[src/rtl/dac_ctl_pkg.sv]
// Shared constants for the serial DAC control block.
// Assumes a fixed 16-bit control word split into 7 address and 9 data bits.
package dac_ctl_pkg;
    localparam int ADDR_W = 7;
    localparam int DATA_W = 9;
    localparam int WORD_W = ADDR_W + DATA_W;
    localparam int ATT_W  = 8;

    localparam logic [ADDR_W-1:0] ADR_ATT_L = 7'd0;
    localparam logic [ADDR_W-1:0] ADR_ATT_R = 7'd1;
    localparam logic [ADDR_W-1:0] ADR_MODE  = 7'd2;
    localparam logic [ADDR_W-1:0] ADR_FMT   = 7'd3;

    localparam logic [ATT_W-1:0] ATT_RST = '1;
    localparam logic [1:0]       WLEN_RST = 2'b10;
endpackage

[src/rtl/dac_ctl_sync.sv]
// Two-flop synchronizer with rising-edge detect for W asynchronous lines.
// Assumes the inputs hold each level for at least two clk periods.
module dac_ctl_sync #(
    parameter int W = 3
) (
    input  logic         clk,
    input  logic         rst_n,
    input  logic [W-1:0] async_in,
    output logic [W-1:0] sync_out,
    output logic [W-1:0] rise_out
);
    logic [W-1:0] meta_q;
    logic [W-1:0] sync_q;
    logic [W-1:0] prev_q;

    // Resolve metastability, then keep one more stage for edge detection.
    always_ff @(posedge clk) begin
        if (!rst_n) begin
            meta_q <= '0;
            sync_q <= '0;
            prev_q <= '0;
        end else begin
            meta_q <= async_in;
            sync_q <= meta_q;
            prev_q <= sync_q;
        end
    end

    assign sync_out = sync_q;
    assign rise_out = sync_q & ~prev_q;
endmodule

[src/rtl/dac_ctl_shifter.sv]
// Shift register that assembles serial control words and checks their length.
// Assumes synchronized data and one-cycle edge pulses for shift and latch.
module dac_ctl_shifter #(
    parameter int WORD_W = dac_ctl_pkg::WORD_W,
    localparam int CNT_W = $clog2(WORD_W + 2)
) (
    input  logic              clk,
    input  logic              rst_n,
    input  logic              dat,
    input  logic              shift_rise,
    input  logic              latch_rise,
    output logic [WORD_W-1:0] word_q,
    output logic              word_valid
);
    localparam logic [CNT_W-1:0] CNT_FULL = CNT_W'(WORD_W);
    localparam logic [CNT_W-1:0] CNT_SAT  = CNT_W'(WORD_W + 1);

    logic [WORD_W-1:0] shreg_q;
    logic [CNT_W-1:0]  bit_cnt;

    // Shift MSB first and count edges, saturating past a full word.
    always_ff @(posedge clk) begin
        if (!rst_n) begin
            shreg_q <= '0;
            bit_cnt <= '0;
        end else if (latch_rise) begin
            bit_cnt <= '0;
        end else if (shift_rise) begin
            shreg_q <= {shreg_q[WORD_W-2:0], dat};
            if (bit_cnt != CNT_SAT) bit_cnt <= bit_cnt + 1'b1;
        end
    end

    // Raise a one-cycle word pulse only for exactly WORD_W shifts.
    always_ff @(posedge clk) begin
        if (!rst_n) begin
            word_valid <= 1'b0;
            word_q     <= '0;
        end else begin
            word_valid <= latch_rise && (bit_cnt == CNT_FULL);
            if (latch_rise) word_q <= shreg_q;
        end
    end


    bad_len_drop_chk: assert property (@(posedge clk) disable iff (!rst_n)
        (latch_rise && bit_cnt != CNT_FULL) |=> !word_valid);


    cnt_clear_chk: assert property (@(posedge clk) disable iff (!rst_n)
        latch_rise |=> (bit_cnt == '0));
endmodule

[src/rtl/dac_ctl_regs.sv]
// Decodes committed words into the four control registers.
// Attenuation is double-buffered; an update flag commits both channels at once.
module dac_ctl_regs #(
    parameter int ADDR_W = dac_ctl_pkg::ADDR_W,
    parameter int DATA_W = dac_ctl_pkg::DATA_W,
    parameter int ATT_W  = dac_ctl_pkg::ATT_W
) (
    input  logic              clk,
    input  logic              rst_n,
    input  logic              wr_valid,
    input  logic [ADDR_W-1:0] wr_addr,
    input  logic [DATA_W-1:0] wr_data,
    output logic [ATT_W-1:0]  act_l,
    output logic [ATT_W-1:0]  act_r,
    output logic              mute_q,
    output logic              deemph_q,
    output logic              pwdn_q,
    output logic              zfand_q,
    output logic              zcdis_q,
    output logic [1:0]        fmt_q,
    output logic              lrpol_q,
    output logic              bcpol_q,
    output logic              swap_q,
    output logic [1:0]        wlen_q
);
    import dac_ctl_pkg::*;

    localparam int UPD_BIT = DATA_W - 1;

    logic [ATT_W-1:0] pend_l;
    logic [ATT_W-1:0] pend_r;
    logic             upd;

    assign upd = wr_data[UPD_BIT];

    // Attenuation pending latches and the joint commit to the active values.
    always_ff @(posedge clk) begin
        if (!rst_n) begin
            pend_l <= ATT_RST;
            pend_r <= ATT_RST;
            act_l  <= ATT_RST;
            act_r  <= ATT_RST;
        end else if (wr_valid && wr_addr == ADR_ATT_L) begin
            pend_l <= wr_data[ATT_W-1:0];
            if (upd) begin
                act_l <= wr_data[ATT_W-1:0];
                act_r <= pend_r;
            end
        end else if (wr_valid && wr_addr == ADR_ATT_R) begin
            pend_r <= wr_data[ATT_W-1:0];
            if (upd) begin
                act_l <= pend_l;
                act_r <= wr_data[ATT_W-1:0];
            end
        end
    end

    // Mode register: mute, de-emphasis, power-down, zero flag, zero cross.
    always_ff @(posedge clk) begin
        if (!rst_n) begin
            mute_q   <= 1'b0;
            deemph_q <= 1'b0;
            pwdn_q   <= 1'b0;
            zfand_q  <= 1'b0;
            zcdis_q  <= 1'b0;
        end else if (wr_valid && wr_addr == ADR_MODE) begin
            mute_q   <= wr_data[0];
            deemph_q <= wr_data[1];
            pwdn_q   <= wr_data[2];
            zfand_q  <= wr_data[7];
            zcdis_q  <= wr_data[8];
        end
    end

    // Format register: word length, format, polarities and channel swap.
    always_ff @(posedge clk) begin
        if (!rst_n) begin
            wlen_q  <= WLEN_RST;
            fmt_q   <= 2'b00;
            lrpol_q <= 1'b0;
            bcpol_q <= 1'b0;
            swap_q  <= 1'b0;
        end else if (wr_valid && wr_addr == ADR_FMT) begin
            wlen_q  <= wr_data[1:0];
            fmt_q   <= wr_data[3:2];
            lrpol_q <= wr_data[4];
            bcpol_q <= wr_data[5];
            swap_q  <= wr_data[6];
        end
    end


    att_hold_chk: assert property (@(posedge clk) disable iff (!rst_n)
        !(wr_valid && upd && (wr_addr == ADR_ATT_L || wr_addr == ADR_ATT_R))
        |=> ($stable(act_l) && $stable(act_r)));


    commit_left_chk: assert property (@(posedge clk) disable iff (!rst_n)
        (wr_valid && upd && wr_addr == ADR_ATT_L)
        |=> (act_l == $past(wr_data[ATT_W-1:0]) && act_r == $past(pend_r)));


    commit_right_chk: assert property (@(posedge clk) disable iff (!rst_n)
        (wr_valid && upd && wr_addr == ADR_ATT_R)
        |=> (act_r == $past(wr_data[ATT_W-1:0]) && act_l == $past(pend_l)));


    unused_addr_chk: assert property (@(posedge clk) disable iff (!rst_n)
        (wr_valid && wr_addr > ADR_FMT)
        |=> ($stable(pend_l) && $stable(pend_r) && $stable(mute_q) && $stable(pwdn_q)
             && $stable(wlen_q) && $stable(fmt_q) && $stable(zcdis_q)));
endmodule

[src/rtl/dac_ctl_top.sv]
// Top of the serial DAC control block: synchronizer, word shifter, registers.
// Assumes ser_clk and ser_latch levels last at least three clk periods.
module dac_ctl_top #(
    parameter int ADDR_W = dac_ctl_pkg::ADDR_W,
    parameter int DATA_W = dac_ctl_pkg::DATA_W,
    parameter int ATT_W  = dac_ctl_pkg::ATT_W,
    localparam int WORD_W = ADDR_W + DATA_W
) (
    input  logic             clk,
    input  logic             rst_n,
    input  logic             ser_clk,
    input  logic             ser_dat,
    input  logic             ser_latch,
    output logic [ATT_W-1:0] att_left,
    output logic [ATT_W-1:0] att_right,
    output logic             mute_out,
    output logic             deemph_en,
    output logic             pwdn_out,
    output logic             zflag_and,
    output logic             zc_disable,
    output logic [1:0]       fmt_sel,
    output logic             lr_pol,
    output logic             bclk_pol,
    output logic             chan_swap,
    output logic [1:0]       word_len
);
    logic [2:0]        s_lvl;
    logic [2:0]        s_rise;
    logic [WORD_W-1:0] word;
    logic              word_vld;
    logic              mute_bit;

    dac_ctl_sync #(.W(3)) u_sync (
        .clk      (clk),
        .rst_n    (rst_n),
        .async_in ({ser_latch, ser_clk, ser_dat}),
        .sync_out (s_lvl),
        .rise_out (s_rise)
    );

    dac_ctl_shifter #(.WORD_W(WORD_W)) u_shift (
        .clk        (clk),
        .rst_n      (rst_n),
        .dat        (s_lvl[0]),
        .shift_rise (s_rise[1]),
        .latch_rise (s_rise[2]),
        .word_q     (word),
        .word_valid (word_vld)
    );

    dac_ctl_regs #(.ADDR_W(ADDR_W), .DATA_W(DATA_W), .ATT_W(ATT_W)) u_regs (
        .clk      (clk),
        .rst_n    (rst_n),
        .wr_valid (word_vld),
        .wr_addr  (word[WORD_W-1:DATA_W]),
        .wr_data  (word[DATA_W-1:0]),
        .act_l    (att_left),
        .act_r    (att_right),
        .mute_q   (mute_bit),
        .deemph_q (deemph_en),
        .pwdn_q   (pwdn_out),
        .zfand_q  (zflag_and),
        .zcdis_q  (zc_disable),
        .fmt_q    (fmt_sel),
        .lrpol_q  (lr_pol),
        .bcpol_q  (bclk_pol),
        .swap_q   (chan_swap),
        .wlen_q   (word_len)
    );

    // Power-down overrides the soft mute bit.
    assign mute_out = mute_bit | pwdn_out;


    pwdn_mute_chk: assert property (@(posedge clk) disable iff (!rst_n)
        ($rose(pwdn_out) && !$past(mute_bit)) |-> mute_out);
endmodule

[config.mk]
export PLATFORM = sky130hd
export DESIGN_NAME = dac_ctl_top
export DESIGN_NICKNAME = d
export VERILOG_FILES = /design/src/rtl/dac_ctl_pkg.sv /design/src/rtl/dac_ctl_sync.sv /design/src/rtl/dac_ctl_shifter.sv /design/src/rtl/dac_ctl_regs.sv /design/src/rtl/dac_ctl_top.sv
export SDC_FILE = /design/constraint.sdc
export NUM_CORES = 1
export LEC_CHECK = 0
export BUFFER_PORTS_ARGS = -buffer_cell sky130_fd_sc_hd__clkbuf_2
export CORE_MARGIN = 1
export CORE_UTILIZATION = 58
export DETAILED_ROUTE_END_ITERATION = 16
export PLACE_DENSITY = 0.78
export SETUP_SLACK_MARGIN = 0.05
export SLEW_MARGIN = 0
export SYNTH_ARGS = -nofsm -noshare
export SYNTH_HDL_FRONTEND = slang
export SYNTH_SLANG_ARGS = --single-unit
export TNS_END_PERCENT = 50
[constraint.sdc]
create_clock -name clk -period 2.1 [get_ports clk]
set_input_delay 0.21 -clock clk [delete_from_list [all_inputs] [get_ports clk]]
set_output_delay 0.21 -clock clk [all_outputs]
set_load 0.1 [all_outputs]
* After elaboration in Yosys (flattened, before gate mapping)
Cells that the tools add are included.
Widths: inputs -> output; s select.
** Operators by class
- Add/subtract/negate cells :: 1
- Equality and inequality tests :: 7
- Muxes and demuxes :: 7
- Bitwise gates (word level) :: 6
- Reduce and logical (&&, ||, !) cells :: 12
** Operator list (count)
- $mux 8 :: 7
- $eq 7x2->1 const B :: 2
- $eq 7x1->1 const B :: 1
- $logic_not 7->1 :: 1
- $reduce_and 2->1 :: 3
- $add 5x1->5 const B :: 1
- $eq 5x5->1 const B :: 1
- $logic_and 1x1->1 :: 5
- $ne 5x5->1 const B :: 1
- $ne 2x2->1 const B :: 2
- $and 3x3->3 :: 1
- $not 1->1 :: 3
- $not 3->3 :: 1
- $reduce_and 3->1 :: 1
- $reduce_bool 2->1 :: 1
- $reduce_or 2->1 :: 1
- $or 1x1->1 :: 1
** Word-level totals
- Flip-flop bits (word level) :: 91
- Input port bits :: 5
- Output and inout port bits :: 28
- Logic and storage cells :: 54

* Depth between registers and ports, before layout
- Depth after elaboration :: 4
- Depth in mapped cells :: 5
- Depth with buffers taken out :: 4

* Modules after synthesis
Synthesis repeated with hierarchy kept, for this count alone.
** Second synthesis, totals
- Cell total of the unflattened synthesis :: 385
- Area, all modules :: 3915.0 µm²
** By module, submodules not included
- dac_ctl_regs :: times used 1, cells each 207, area an instance 2083.2 µm², seq. area each 880.8 µm²
- dac_ctl_shifter :: times used 1, cells each 156, area an instance 1570.3 µm², seq. area each 760.7 µm²
- dac_ctl_sync :: times used 1, cells each 21, area an instance 255.2 µm², seq. area each 180.2 µm²
- dac_ctl_top :: times used 1, cells each 1, area an instance 6.3 µm², seq. area each 0.0 µm²

* Least setup slack after synthesis
Ideal clock, no wire load.
- Path kind :: reg-to-reg
- From :: register u_shift.word_q[15]
- To :: register u_regs.pend_l[1]
- Library setup time :: 0.123 ns
- Arrival :: 1.701 ns
- Data required time :: 1.977 ns
- Path slack :: 0.276 ns
- Cell stages (with the launch flop) :: 6
- Buffers on the path :: 2
- Clock period less this slack :: 1.824 ns
- Cells stage by stage :: dfxtp_1 > or4_4 > buf_6 > or4_4 > buf_6 > mux2i_1
** On the way
- Word-level cells in the longest chain between the ends :: 2
** Ends and longest elaborated chain
- from (decl) :: RTL line dac_ctl_shifter.sv:12 : output logic [WORD_W-1:0] word_q,
- from (signal assigned) :: RTL line dac_ctl_shifter.sv:41 : if (latch_rise) word_q <= shreg_q;
- $logic_not 7->1 :: RTL line dac_ctl_regs.sv:43 : end else if (wr_valid && wr_addr == ADR_ATT_L) begin
- $logic_and 1x1->1 :: RTL line dac_ctl_regs.sv:43
- to (signal assigned) :: RTL line dac_ctl_regs.sv:44 : pend_l <= wr_data[ATT_W-1:0];
- to (decl) :: RTL line dac_ctl_regs.sv:30 : logic [ATT_W-1:0] pend_l;
No other way between the ends.
A chain may end at the register's enable or synchronous reset.

* Worst setup path after layout
- From :: register u_shift.word_q[15]
- To :: register u_regs.bcpol_q
** On the way
- Word-level cells in the longest chain between the ends :: 2
** Ends and longest elaborated chain
- $eq 7x2->1 :: RTL line dac_ctl_regs.sv:83 : end else if (wr_valid && wr_addr == ADR_FMT) begin
- $logic_and 1x1->1 :: RTL line dac_ctl_regs.sv:83
- to (signal assigned) :: RTL line dac_ctl_regs.sv:87 : bcpol_q <= wr_data[5];
- to (decl) :: RTL line dac_ctl_regs.sv:22 : output logic bcpol_q,
No other way between the ends.

==> flow_summary_export.csv <==
group,metric,value,unit
drt,num_vias,2906,
clock_network,h-tree-depth,3,
drt,dr_wl_met3,305,um
setup_path,reg2reg_depth,4,
synth,synthTopCellsByArea,"dfxtp_1 (49%), mux2i_1 (8.8%), nand2_1 (5.4%)",
clock_network,ctsRootBufferMaster,"clkbuf_8",
run_status,status,"complete, no violations",
setup_path,cp-start-kind,"flip-flop",
setup_path,slowest_stage,"or4_4",
min_path,whs_endpoint,"u_sync.meta_q[2]",
grt,grt_pass1_wl,11.9,mm
synth,netlist_area,3650,um^2
timing,final.setup.tns,0,ns
timing,finalSetupViolations,0,
synth,yosys_most_used_dff,"dfxtp_1",
finish,fin_cells,513,
min_path,hold_class,"input port to flip-flop",
setup_path,required,2.38,ns
synth,ys_ff_latch,90,
setup_path,reg2reg_to,"u_regs.bcpol_q",
timing,finalMaxSlewViolations,0,
clock_network,clock_latency,0.36,ns
timing,max_freq,0.521,GHz
drt,met1Wirelength,3.38,mm
floorplan,initial_core_util,61.0,%
clock_network,clkTransAtPathRegs,0.09,ns
setup_path,worstSetupPathType,"flip-flop to flip-flop",
grt,grt_max_degree,66,
drt,drcViolationCount,0,
grt,grt_pass1_vias,2639,
floorplan,fp.dieH,81.4,um
timing,rsz0062_at_grt,"false",
setup_path,crit_chain,"or4_4 -> nor3_2 -> buf_4 -> mux2i_1",
drt,wl_met2,3.42,mm
grt,track_usage,23.9,%
synth,syn_nets,418,
synth,syn_inst,410,
timing,tightest_slew,0.624,ns
pwr,pwr-share-clk,39.6,%
drt,vias_per_cell,5.66,
pwr,power_frac_comb,3.0,%
floorplan,dieArea,6620,um^2
setup_path,cp_max_fo,20,
setup_path,slowest_delay,0.66,ns
floorplan,rows,28,
finish,diodes,0,
place,dp_cells,497,
clock_network,clock-sinks,90,
min_path,min_from,"ser_latch",
finish,seqCellArea,1800,um^2
timing,min_period,1.92,ns
finish,fill_cells,473,
synth,yosysSeqAreaShare,49.3,%
pwr,swShare,23.2,%
finish,final_common_cell,"dfxtp_1",
drt,wirelength,7.26,mm
synth,synthDistinctLibCells,32,
min_path,min_path_cells,2,
pwr,p_per_area,731,nW/um^2
timing,skew,0.00784,ns
place,place.gp.congestion,0.781,
timing,hold_viol_final,0,
drt,drt_iter0_drc,146,
grt,grt_antenna_before_repair,0,
floorplan,die_w,81.4,um
pwr,seqPwrFrac,57.4,%
floorplan,boundaryPins,33,
drt,ant_nets,0,
pwr,vdd_ir_drop_max,0.000739,V
clock_network,cts_setup_buffers,0,
setup_path,rr_startpoint,"u_shift.word_q[15]",
synth,synthArstFlopShare,0,%
setup_path,cp.arrival,2.20,ns
timing,slew_headroom,58.3,%
setup_path,reg2reg_slack,0.18,ns
job,cap_viol_max_count,0,
clock_network,cts_tree,"yes",
synth,syn_avg_cell_area,8.91,um^2
finish,drive_above_1_share,16.7,%
synth,synth_top_area_share,49.3,%
finish,final_cell_mix,"dfxtp_1 (90), nand2_1 (53), a21oi_1 (33)",
drt,highest_layer,"met4",
grt,overflow,0,
finish,final_nets,441,
clock_network,cts-buffers-inserted,9,
clock_network,cts_hold_buf,0,
timing,fin_crit_sh,91.4,%
drt,dr.pass1.iters,4,
setup_path,worst_setup_path_end_kind,"flip-flop",
finish,multi_input_comb_area,1700,um^2
place,dpl.hpwl,4.82,mm
finish,postLayoutCoreUtil,68.3,%
pwr,p_int,2.30,mW
pwr,power.leakage,1.53,nW
floorplan,core-area,5990,um^2
synth,synth-edff-count,0,
finish,area_delta_synth_final,12.1,%
clock_network,clock_path_buffers,2,
synth,synth_top_area_cell,"dfxtp_1",
pwr,switchingPower,0.694,mW
drt,wl_per_cell,14.1,um
synth,yosysWarnings,0,
place,io_buffers,32,
clock_network,post_cts_resized,0,
layout make-up:
cell class,instances,share of cell area (%)
clock buffer,9,3.03
inverter,4,0.367
clock inverter,7,1.96
multi-input combinational,280,41.5
sequential,90,44.0
timing repair buffer,48,6.85
tap,75,2.29
power groups by stage:
stage               clock network [mW]  logic [mW]  registers, mW
CTS                               1.20      0.0918           1.72
finish                            1.18      0.0912           1.72
global route                      1.27       0.101           1.72
global placement                     0      0.0901           1.76
detailed placement                   0      0.0915           1.76
floorplan                            0      0.0672           1.76
metal layers:
metal | up-vias | global-route usage, %
li1 | 1478 | -
met1 | 1363 | 27.9
met2 | 54 | 41.3
met3 | 11 | 7.08
met4 | 0 | 8.39
met5 | - | 0
worst max-delay path by stage:
| stage | from | to | slack, ns | cells after the start |
|---|---|---|---|---|
| 3_5_place_dp | u_shift.word_q[15] | u_regs.bcpol_q | 0.19 | 4 |
| 5_1_grt | u_shift.word_q[15] | u_regs.wlen_q[0] | 0.08 | 4 |
| 2_1_floorplan | u_shift.word_q[15] | u_regs.pend_l[1] | 0.28 | 5 |
| 6_report | u_shift.word_q[15] | u_regs.bcpol_q | 0.18 | 4 |
| 4_1_cts | u_shift.word_q[15] | u_regs.bcpol_q | 0.16 | 4 |
| 3_3_place_gp | u_shift.word_q[15] | u_regs.pend_l[1] | 0.24 | 3 |
per-stage QoR:
step	hold WS [ns]	total power [mW]	instance area [um^2]	setup WS, ns
after floorplan	0.337	1.82	3650	0.276
after global placement	0.415	1.85	3890	0.245
after detailed placement	0.421	1.85	3890	0.195
after CTS	0.0465	3.01	4090	0.165
after global routing	0.0376	3.09	4090	0.0846
final	0.0544	2.99	4090	0.180
cells in the mapped netlist, drive strengths merged, types with 6 or more instances:
library cell and number:
o21ai 32, clkbuf 30, dfxtp 90, and2 8
a21boi 15, a21oi 33, mux2i 32, nand3 23
buf 6, nor2b 18, nor2 26, a2111oi 16
nand2 53
cells by family after synthesis:
family | Yosys count | synth area share [%]
AOI/OAI and AO/OA | 99 | 16.4
adders and majority gates | 3 | 1.03
buffers and inverters | 40 | 4.76
muxes | 32 | 8.77
DFF | 90 | 49.3
and+or+nand+nor | 146 | 19.7
critical path: cells and delay by family (launching register included):
family / cells / cell delay [ns]
simple gates: 2 / 1.06
flops: 1 / 0.34
mux: 1 / 0.21
buf+inv: 1 / 0.23
sequential cells by signal (all words and copies together) (netlist names), 2 cells and up:
| register | cells |
|---|---|
| u_shift.shreg_q | 16 |
| u_shift.word_q | 16 |
| u_regs.act_l | 8 |
| u_regs.act_r | 8 |
| u_regs.pend_l | 8 |
| u_regs.pend_r | 8 |
| u_shift.bit_cnt | 5 |
| u_sync.meta_q | 3 |
| u_sync.sync_out | 3 |
| u_regs.fmt_q | 2 |
| u_regs.wlen_q | 2 |
| u_sync.prev_q | 2 |
Note: power is estimated with default switching activity, not from simulation.
